[config.mk]
export PLATFORM = sky130hd
export DESIGN_NAME = chan_mode_ctrl
export DESIGN_NICKNAME = d
export VERILOG_FILES = /design/src/rtl/chan_mode_pkg.sv /design/src/rtl/chan_mode_fsm.sv /design/src/rtl/chan_mode_decode.sv /design/src/rtl/chan_mode_outstage.sv /design/src/rtl/chan_mode_ctrl.sv
export SDC_FILE = /design/constraint.sdc
export NUM_CORES = 1
export LEC_CHECK = 0
export BUFFER_PORTS_ARGS = -buffer_cell sky130_fd_sc_hd__buf_2
export CAP_MARGIN = 20
export CORE_AREA = 2 2 39 41
export DETAILED_ROUTE_END_ITERATION = 16
export DIE_AREA = 0 0 41 43
export PLACE_DENSITY = 0.51
export SLEW_MARGIN = 20
export SYNTH_ARGS = -nofsm -noshare
export SYNTH_HDL_FRONTEND = slang
export SYNTH_SLANG_ARGS = --single-unit
[constraint.sdc]
create_clock -name clk -period 1.25 [get_ports clk]
set_input_delay 0.0625 -clock clk [delete_from_list [all_inputs] [get_ports clk]]
set_output_delay 0.0625 -clock clk [all_outputs]
set_load 0.05 [all_outputs]
[src/rtl/chan_mode_pkg.sv]
package chan_mode_pkg;
   typedef enum logic [2:0] {
      CM_PDN    = 3'd0,
      CM_IDLE   = 3'd1,
      CM_READ   = 3'd2,
      CM_WRITE  = 3'd3,
      CM_SERVO1 = 3'd4,
      CM_SERVO2 = 3'd5
   } chan_mode_e;

   localparam int CM_LAST_CODE = 5;

   typedef struct packed {
      logic fe;
      logic synth;
      logic dsep;
      logic pdet;
      logic in_short;
      logic agc_hold;
      logic fast_acq;
      logic nrz_oe;
      logic amd_oe;
      logic amd_hi;
      logic rdata_out;
   } chan_ctl_t;
endpackage

[src/rtl/chan_mode_fsm.sv]
module chan_mode_fsm
   import chan_mode_pkg::*;
#(
   parameter int MODE_W = 3
) (
   input  logic              clk,
   input  logic              rst_n,
   input  logic              mode_wr,
   input  logic [MODE_W-1:0] mode_code,
   output chan_mode_e        mode_q,
   output logic              err_q
);
   localparam logic [MODE_W-1:0] WRITE_CODE = MODE_W'(CM_WRITE);
   localparam logic [MODE_W-1:0] LAST_CODE  = MODE_W'(CM_LAST_CODE);

   logic code_known;
   logic pdn_to_write;
   logic accept;
   logic reject;

   always_comb begin
      code_known   = (mode_code <= LAST_CODE);
      pdn_to_write = (mode_q == CM_PDN) && (mode_code == WRITE_CODE);
      accept       = mode_wr && code_known && !pdn_to_write;
      reject       = mode_wr && !accept;
   end

   always_ff @(posedge clk) begin
      if (!rst_n) begin
         mode_q <= CM_PDN;
         err_q  <= 1'b0;
      end else if (accept) begin
         mode_q <= chan_mode_e'(mode_code[2:0]);
         err_q  <= 1'b0;
      end else if (reject) begin
         err_q  <= 1'b1;
      end
   end

   assert_pdn_blocks_write_R2: assert property (@(posedge clk) disable iff (!rst_n)
      (mode_q == CM_PDN && mode_wr && mode_code == WRITE_CODE) |=> (mode_q == CM_PDN && err_q));

   assert_err_sticky_R9: assert property (@(posedge clk) disable iff (!rst_n)
      (err_q && !mode_wr) |=> err_q);

   assert_unknown_keeps_mode_R9: assert property (@(posedge clk) disable iff (!rst_n)
      (mode_wr && mode_code > LAST_CODE) |=> ($stable(mode_q) && err_q));

   assert_reset_to_pdn_R10: assert property (@(posedge clk)
      !rst_n |=> (mode_q == CM_PDN && !err_q));
endmodule

[src/rtl/chan_mode_decode.sv]
module chan_mode_decode
   import chan_mode_pkg::*;
(
   input  chan_mode_e mode,
   input  logic       read_gate,
   input  logic       write_gate,
   input  logic       write_gate_q,
   output chan_ctl_t  ctl
);
   always_comb begin
      ctl = '0;
      unique case (mode)
         CM_IDLE: begin
            ctl.fe        = 1'b1;
            ctl.synth     = 1'b1;
            ctl.dsep      = 1'b1;
            ctl.pdet      = 1'b1;
            ctl.agc_hold  = 1'b1;
            ctl.amd_oe    = 1'b1;
            ctl.amd_hi    = 1'b1;
            ctl.rdata_out = 1'b1;
         end
         CM_READ: begin
            ctl.fe        = 1'b1;
            ctl.synth     = 1'b1;
            ctl.dsep      = 1'b1;
            ctl.pdet      = 1'b1;
            ctl.agc_hold  = 1'b1;
            ctl.nrz_oe    = read_gate;
            ctl.amd_oe    = read_gate;
         end
         CM_WRITE: begin
            ctl.synth     = 1'b1;
            ctl.dsep      = 1'b1;
            ctl.in_short  = write_gate;
            ctl.fast_acq  = write_gate_q && !write_gate;
         end
         CM_SERVO1: begin
            ctl.fe        = 1'b1;
            ctl.synth     = 1'b1;
            ctl.dsep      = 1'b1;
            ctl.pdet      = 1'b1;
            ctl.rdata_out = 1'b1;
         end
         CM_SERVO2: begin
            ctl.pdet      = 1'b1;
            ctl.rdata_out = 1'b1;
         end
         default: ctl = '0;
      endcase
   end
endmodule

[src/rtl/chan_mode_outstage.sv]
module chan_mode_outstage
   import chan_mode_pkg::*;
#(
   parameter bit REG_OUTPUTS = 1'b0
) (
   input  logic      clk,
   input  logic      rst_n,
   input  chan_ctl_t ctl_d,
   output chan_ctl_t ctl_q
);
   if (REG_OUTPUTS) begin : g_reg
      always_ff @(posedge clk) begin
         if (!rst_n) ctl_q <= '0;
         else        ctl_q <= ctl_d;
      end
   end else begin : g_comb
      assign ctl_q = ctl_d;
   end
endmodule

[src/rtl/chan_mode_ctrl.sv]
module chan_mode_ctrl
   import chan_mode_pkg::*;
#(
   parameter int MODE_W      = 3,
   parameter bit REG_OUTPUTS = 1'b0
) (
   input  logic              clk,
   input  logic              rst_n,
   input  logic              mode_wr,
   input  logic [MODE_W-1:0] mode_code,
   input  logic              read_gate,
   input  logic              write_gate,
   output logic              fe_pwr_en,
   output logic              synth_pwr_en,
   output logic              dsep_pwr_en,
   output logic              pdet_pwr_en,
   output logic              in_short,
   output logic              agc_hold_en,
   output logic              agc_fast_acq,
   output logic              nrz_out_oe,
   output logic              amd_out_oe,
   output logic              amd_force_high,
   output logic              rdata_dir_out,
   output logic              seq_err
);
   if (MODE_W < 3 || MODE_W > 16) begin : g_bad_width
      $error("chan_mode_ctrl: MODE_W must lie in 3..16");
   end

   chan_mode_e mode_q;
   logic       err_q;
   logic       wg_q;
   chan_ctl_t  ctl_d;
   chan_ctl_t  ctl_q;

   always_ff @(posedge clk) begin
      if (!rst_n) wg_q <= 1'b0;
      else        wg_q <= write_gate;
   end

   chan_mode_fsm #(.MODE_W(MODE_W)) fsm_i (
      .clk       (clk),
      .rst_n     (rst_n),
      .mode_wr   (mode_wr),
      .mode_code (mode_code),
      .mode_q    (mode_q),
      .err_q     (err_q)
   );

   chan_mode_decode dec_i (
      .mode         (mode_q),
      .read_gate    (read_gate),
      .write_gate   (write_gate),
      .write_gate_q (wg_q),
      .ctl          (ctl_d)
   );

   chan_mode_outstage #(.REG_OUTPUTS(REG_OUTPUTS)) out_i (
      .clk   (clk),
      .rst_n (rst_n),
      .ctl_d (ctl_d),
      .ctl_q (ctl_q)
   );

   assign fe_pwr_en      = ctl_q.fe;
   assign synth_pwr_en   = ctl_q.synth;
   assign dsep_pwr_en    = ctl_q.dsep;
   assign pdet_pwr_en    = ctl_q.pdet;
   assign in_short       = ctl_q.in_short;
   assign agc_hold_en    = ctl_q.agc_hold;
   assign agc_fast_acq   = ctl_q.fast_acq;
   assign nrz_out_oe     = ctl_q.nrz_oe;
   assign amd_out_oe     = ctl_q.amd_oe;
   assign amd_force_high = ctl_q.amd_hi;
   assign rdata_dir_out  = ctl_q.rdata_out;
   assign seq_err        = err_q;

   if (!REG_OUTPUTS) begin : g_port_checks
      assert_pdn_all_off_R1: assert property (@(posedge clk) disable iff (!rst_n)
         (mode_q == CM_PDN) |-> !(fe_pwr_en || synth_pwr_en || dsep_pwr_en || pdet_pwr_en
                                  || nrz_out_oe || amd_out_oe || in_short || agc_hold_en));

      assert_write_floats_R3: assert property (@(posedge clk) disable iff (!rst_n)
         (mode_q == CM_WRITE) |-> (!nrz_out_oe && !amd_out_oe && !fe_pwr_en && !agc_hold_en));

      assert_fast_acq_single_R4: assert property (@(posedge clk) disable iff (!rst_n)
         agc_fast_acq |=> !agc_fast_acq);

      assert_fast_acq_unshort_R4: assert property (@(posedge clk) disable iff (!rst_n)
         agc_fast_acq |-> (!in_short && mode_q == CM_WRITE));

      assert_servo2_low_power_R7: assert property (@(posedge clk) disable iff (!rst_n)
         (mode_q == CM_SERVO2) |-> (!synth_pwr_en && !dsep_pwr_en && pdet_pwr_en));

      assert_read_pin_idle_R8: assert property (@(posedge clk) disable iff (!rst_n)
         (mode_q == CM_READ) |-> (!rdata_dir_out && agc_hold_en && nrz_out_oe == read_gate));
   end
endmodule

==> impl_metrics.env <==
export IMPL_synthCells=41
export IMPL_setup_viol=1
export IMPL_start_util_pct=25.6
export IMPL_rrSetupSlack_ns=0.16
export IMPL_postRouteAntennaNets=0
export IMPL_die_area_um2=1760
export IMPL_htreeDepth=1
export IMPL_place_gp_congestion=0.702
export IMPL_synth_top_area_share_pct=28.3
export IMPL_ys_types=24
export IMPL_p_per_area_nw_per_um2=1090
export IMPL_slew_headroom_pct=83.5
export IMPL_wl_met2_um=368
export IMPL_io_buffers=19
export IMPL_rows=14
export IMPL_syn_cell_area_um2=354
export IMPL_cts_sinks=5
export IMPL_tightest_slew_ns=0.246
export IMPL_crit_type="flip-flop to output pin"
export IMPL_num_vias=353
export IMPL_dpl_cell_area_um2=493
export IMPL_grt_first_pass_wirelength_mm=1.16
export IMPL_totalWireLength_um=739
export IMPL_root_buffer="clkbuf_4"
export IMPL_met3_length_um=51
export IMPL_grt_pass1_vias=322
export IMPL_final_nets=73
export IMPL_synth_area_per_cell_um2=8.64
export IMPL_fin_ws_ns=-0.00622
export IMPL_fill_cells=152
export IMPL_drtPass1Iterations=2
export IMPL_multi_input_area_um2=258
export IMPL_leakagePower_nw=0.294
export IMPL_hpwl_um=580
export IMPL_m1WireLength_um=319
export IMPL_overflow=0
export IMPL_track_usage_pct=9.63
export IMPL_clk_path_buf_depth=2
export IMPL_min_path_cells=2
export IMPL_wl_per_cell_um=9.24
export IMPL_critPathMaxFanout=8
export IMPL_r2r_start="fsm_i.mode_q[1]$_SDFFE_PN0P_"
export IMPL_status="complete, but fails checks"
export IMPL_via_per_inst=4.41
export IMPL_antenna_found_initial=0
export IMPL_rsz0062_at_grt="yes"
export IMPL_cts_buffers=3
export IMPL_tns_ns=-0.00622
export IMPL_cts_tree="done"
export IMPL_endpoint_kind="output pin"
export IMPL_vdd_ir_drop_max_mv=0.538
export IMPL_ios=20
export IMPL_synth_area_top_cells="dfxtp_1 28%, nor4b_4 6.7%, xnor2_1 4.9%"
export IMPL_syn_to_final_growth_pct=66.4
export IMPL_post_cts_buffers=0
export IMPL_cp_start_kind="flip-flop"
export IMPL_hp_start="write_gate"
export IMPL_drtIter0Drc=3
export IMPL_period_needed_ns=1.26
export IMPL_min_to="wg_q$_SDFF_PN0_"
export IMPL_finalMaxSlewViolations=0
export IMPL_timing_final_hold_violations=0
export IMPL_required_ns=1.19
export IMPL_fin_area_um2=589
export IMPL_ys_warn_count=0
export IMPL_r2r_end="fsm_i.mode_q[0]$_SDFFE_PN0P_"
export IMPL_grt_max_degree=11
export IMPL_highest_layer="met3"
export IMPL_failed_checks="setup timing"
export IMPL_clk_latency_ns=0.24
export IMPL_cts_clk_slew_worst_paths_ns=0.04
export IMPL_final_seq_area_um2=109
export IMPL_layout_worst_path_cycle_share_pct=100
export IMPL_reg2regPathDepth=3
export IMPL_coreArea_um2=1380
export IMPL_drc=0
export IMPL_hold_class="input pin to flip-flop"
export IMPL_die_w_um=41
export IMPL_die_y_um=43
export IMPL_synth_seq_cells=5
export IMPL_synth_fp_nets=49
export IMPL_yosysTopAreaCell="dfxtp_1"
export IMPL_yosysSeqAreaShare_pct=28.3
export IMPL_cap_viol_max_count=0
export IMPL_worst_clock_skew_ns=0.00107
export IMPL_diodes=0
export IMPL_crit_arrival_ns=1.19
export IMPL_drive_gt1_share_pct=59.4
export IMPL_fmax_mhz=796
-- state kept, by name, indices dropped and copies added, names as in the netlist --
name and count:
wg_q 1, fsm_i.err_q 1, fsm_i.mode_q 3
-- how the worst max path moves through the flow --
stage                                            start           to  cells after the start
after floorplan           fsm_i.mode_q[1]$_SDFFE_PN0P_   amd_out_oe                      3
after global placement    fsm_i.mode_q[1]$_SDFFE_PN0P_  dsep_pwr_en                      3
after detailed placement  fsm_i.mode_q[1]$_SDFFE_PN0P_  dsep_pwr_en                      3
after CTS                 fsm_i.mode_q[0]$_SDFFE_PN0P_    fe_pwr_en                      3
after global routing      fsm_i.mode_q[0]$_SDFFE_PN0P_    fe_pwr_en                      3
final                     fsm_i.mode_q[0]$_SDFFE_PN0P_    fe_pwr_en                      3
-- metal layers --
layer / GRT usage, % / vias up
met3: 3.14 / 0
li1: - / 189
met2: 15.0 / 12
met4: 4.00 / 0
met1: 11.5 / 152
met5: 0 / -
-- power breakdown --
group	internal (W)	switching [W]
Sequential	0.000168	0.0000134
Clock	0.000121	0.0000641
Combinational	0.000103	0.000173
-- synthesized netlist by cell type --
master / number
inv_1: 3
buf_2: 2
nor2b_1: 2
and4b_1: 1
a21oi_1: 3
and2_1: 1
mux2i_1: 1
nand2_1: 1
xor2_1: 1
nor4_1: 1
nor4b_4: 1
nand3_1: 1
buf_4: 2
nand3b_1: 1
xnor2_1: 2
o221a_2: 1
mux2_2: 1
a311oi_1: 1
dfxtp_1: 5
and3_1: 2
o2111ai_1: 1
nand2b_1: 2
a21boi_2: 1
nor2_1: 4
-- per-stage QoR --
step | hold slack (ns) | utilization (%) | setup slack (ns) | std cells | power (W)
2_1_floorplan | 0.168 | - | -0.265 | 41 | 0.000380
4_1_cts | 0.0507 | 40.7 | -0.00806 | 80 | 0.000645
5_1_grt | 0.0587 | 42.6 | -0.0407 | 80 | 0.000678
6_report | 0.0574 | 42.6 | -0.00622 | 80 | 0.000642
3_3_place_gp | 0.296 | 35.6 | 0.0991 | 76 | 0.000431
3_5_place_dp | 0.302 | 35.6 | 0.0778 | 76 | 0.000431
-- cell families after synthesis --
kind of cell,count (synthesis),share of synthesized area [%]
AOI/OAI and AO/OA,7,15.5
muxes,2,6.01
DFF,5,28.3
buffers and inverters,7,10.2
xor gates and xnor gates,3,7.42
and+or+nand+nor,17,32.5
-- placed cells by master, fill, tap and decap left out, types with 2 or more instances in the layout --
cell,instances
buf_4,10
buf_2,9
buf_6,4
inv_1,3
clkbuf_4,3
nand2b_1,2
and3_1,2
a21oi_1,2
nor2_1,2
dfxtp_1,2
dfxtp_4,2
-- critical path, cell delays in order, from the launching register on --
cell and delay [ns]:
dfxtp_4 0.37, xor2_1 0.16, mux2_2 0.27, buf_6 0.15
-- what timing repair did --
item / in CTS / in global routing
hold buffers: 0 / 0
gates resized for setup: 17 / 10
endpoints found under the setup margin: 11 / 10
pin swaps: 0 / 1
-- cell type report --
| class | count | share of cell area, % |
|---|---|---|
| flip-flops and latches | 5 | 18.5 |
| repair buffers | 23 | 28.0 |
| multi-input cells | 29 | 43.7 |
| well taps | 16 | 3.40 |
| inverters | 3 | 1.91 |
| clock buffers | 4 | 4.46 |
No activity file was read; power rests on OpenSTA's default activity.
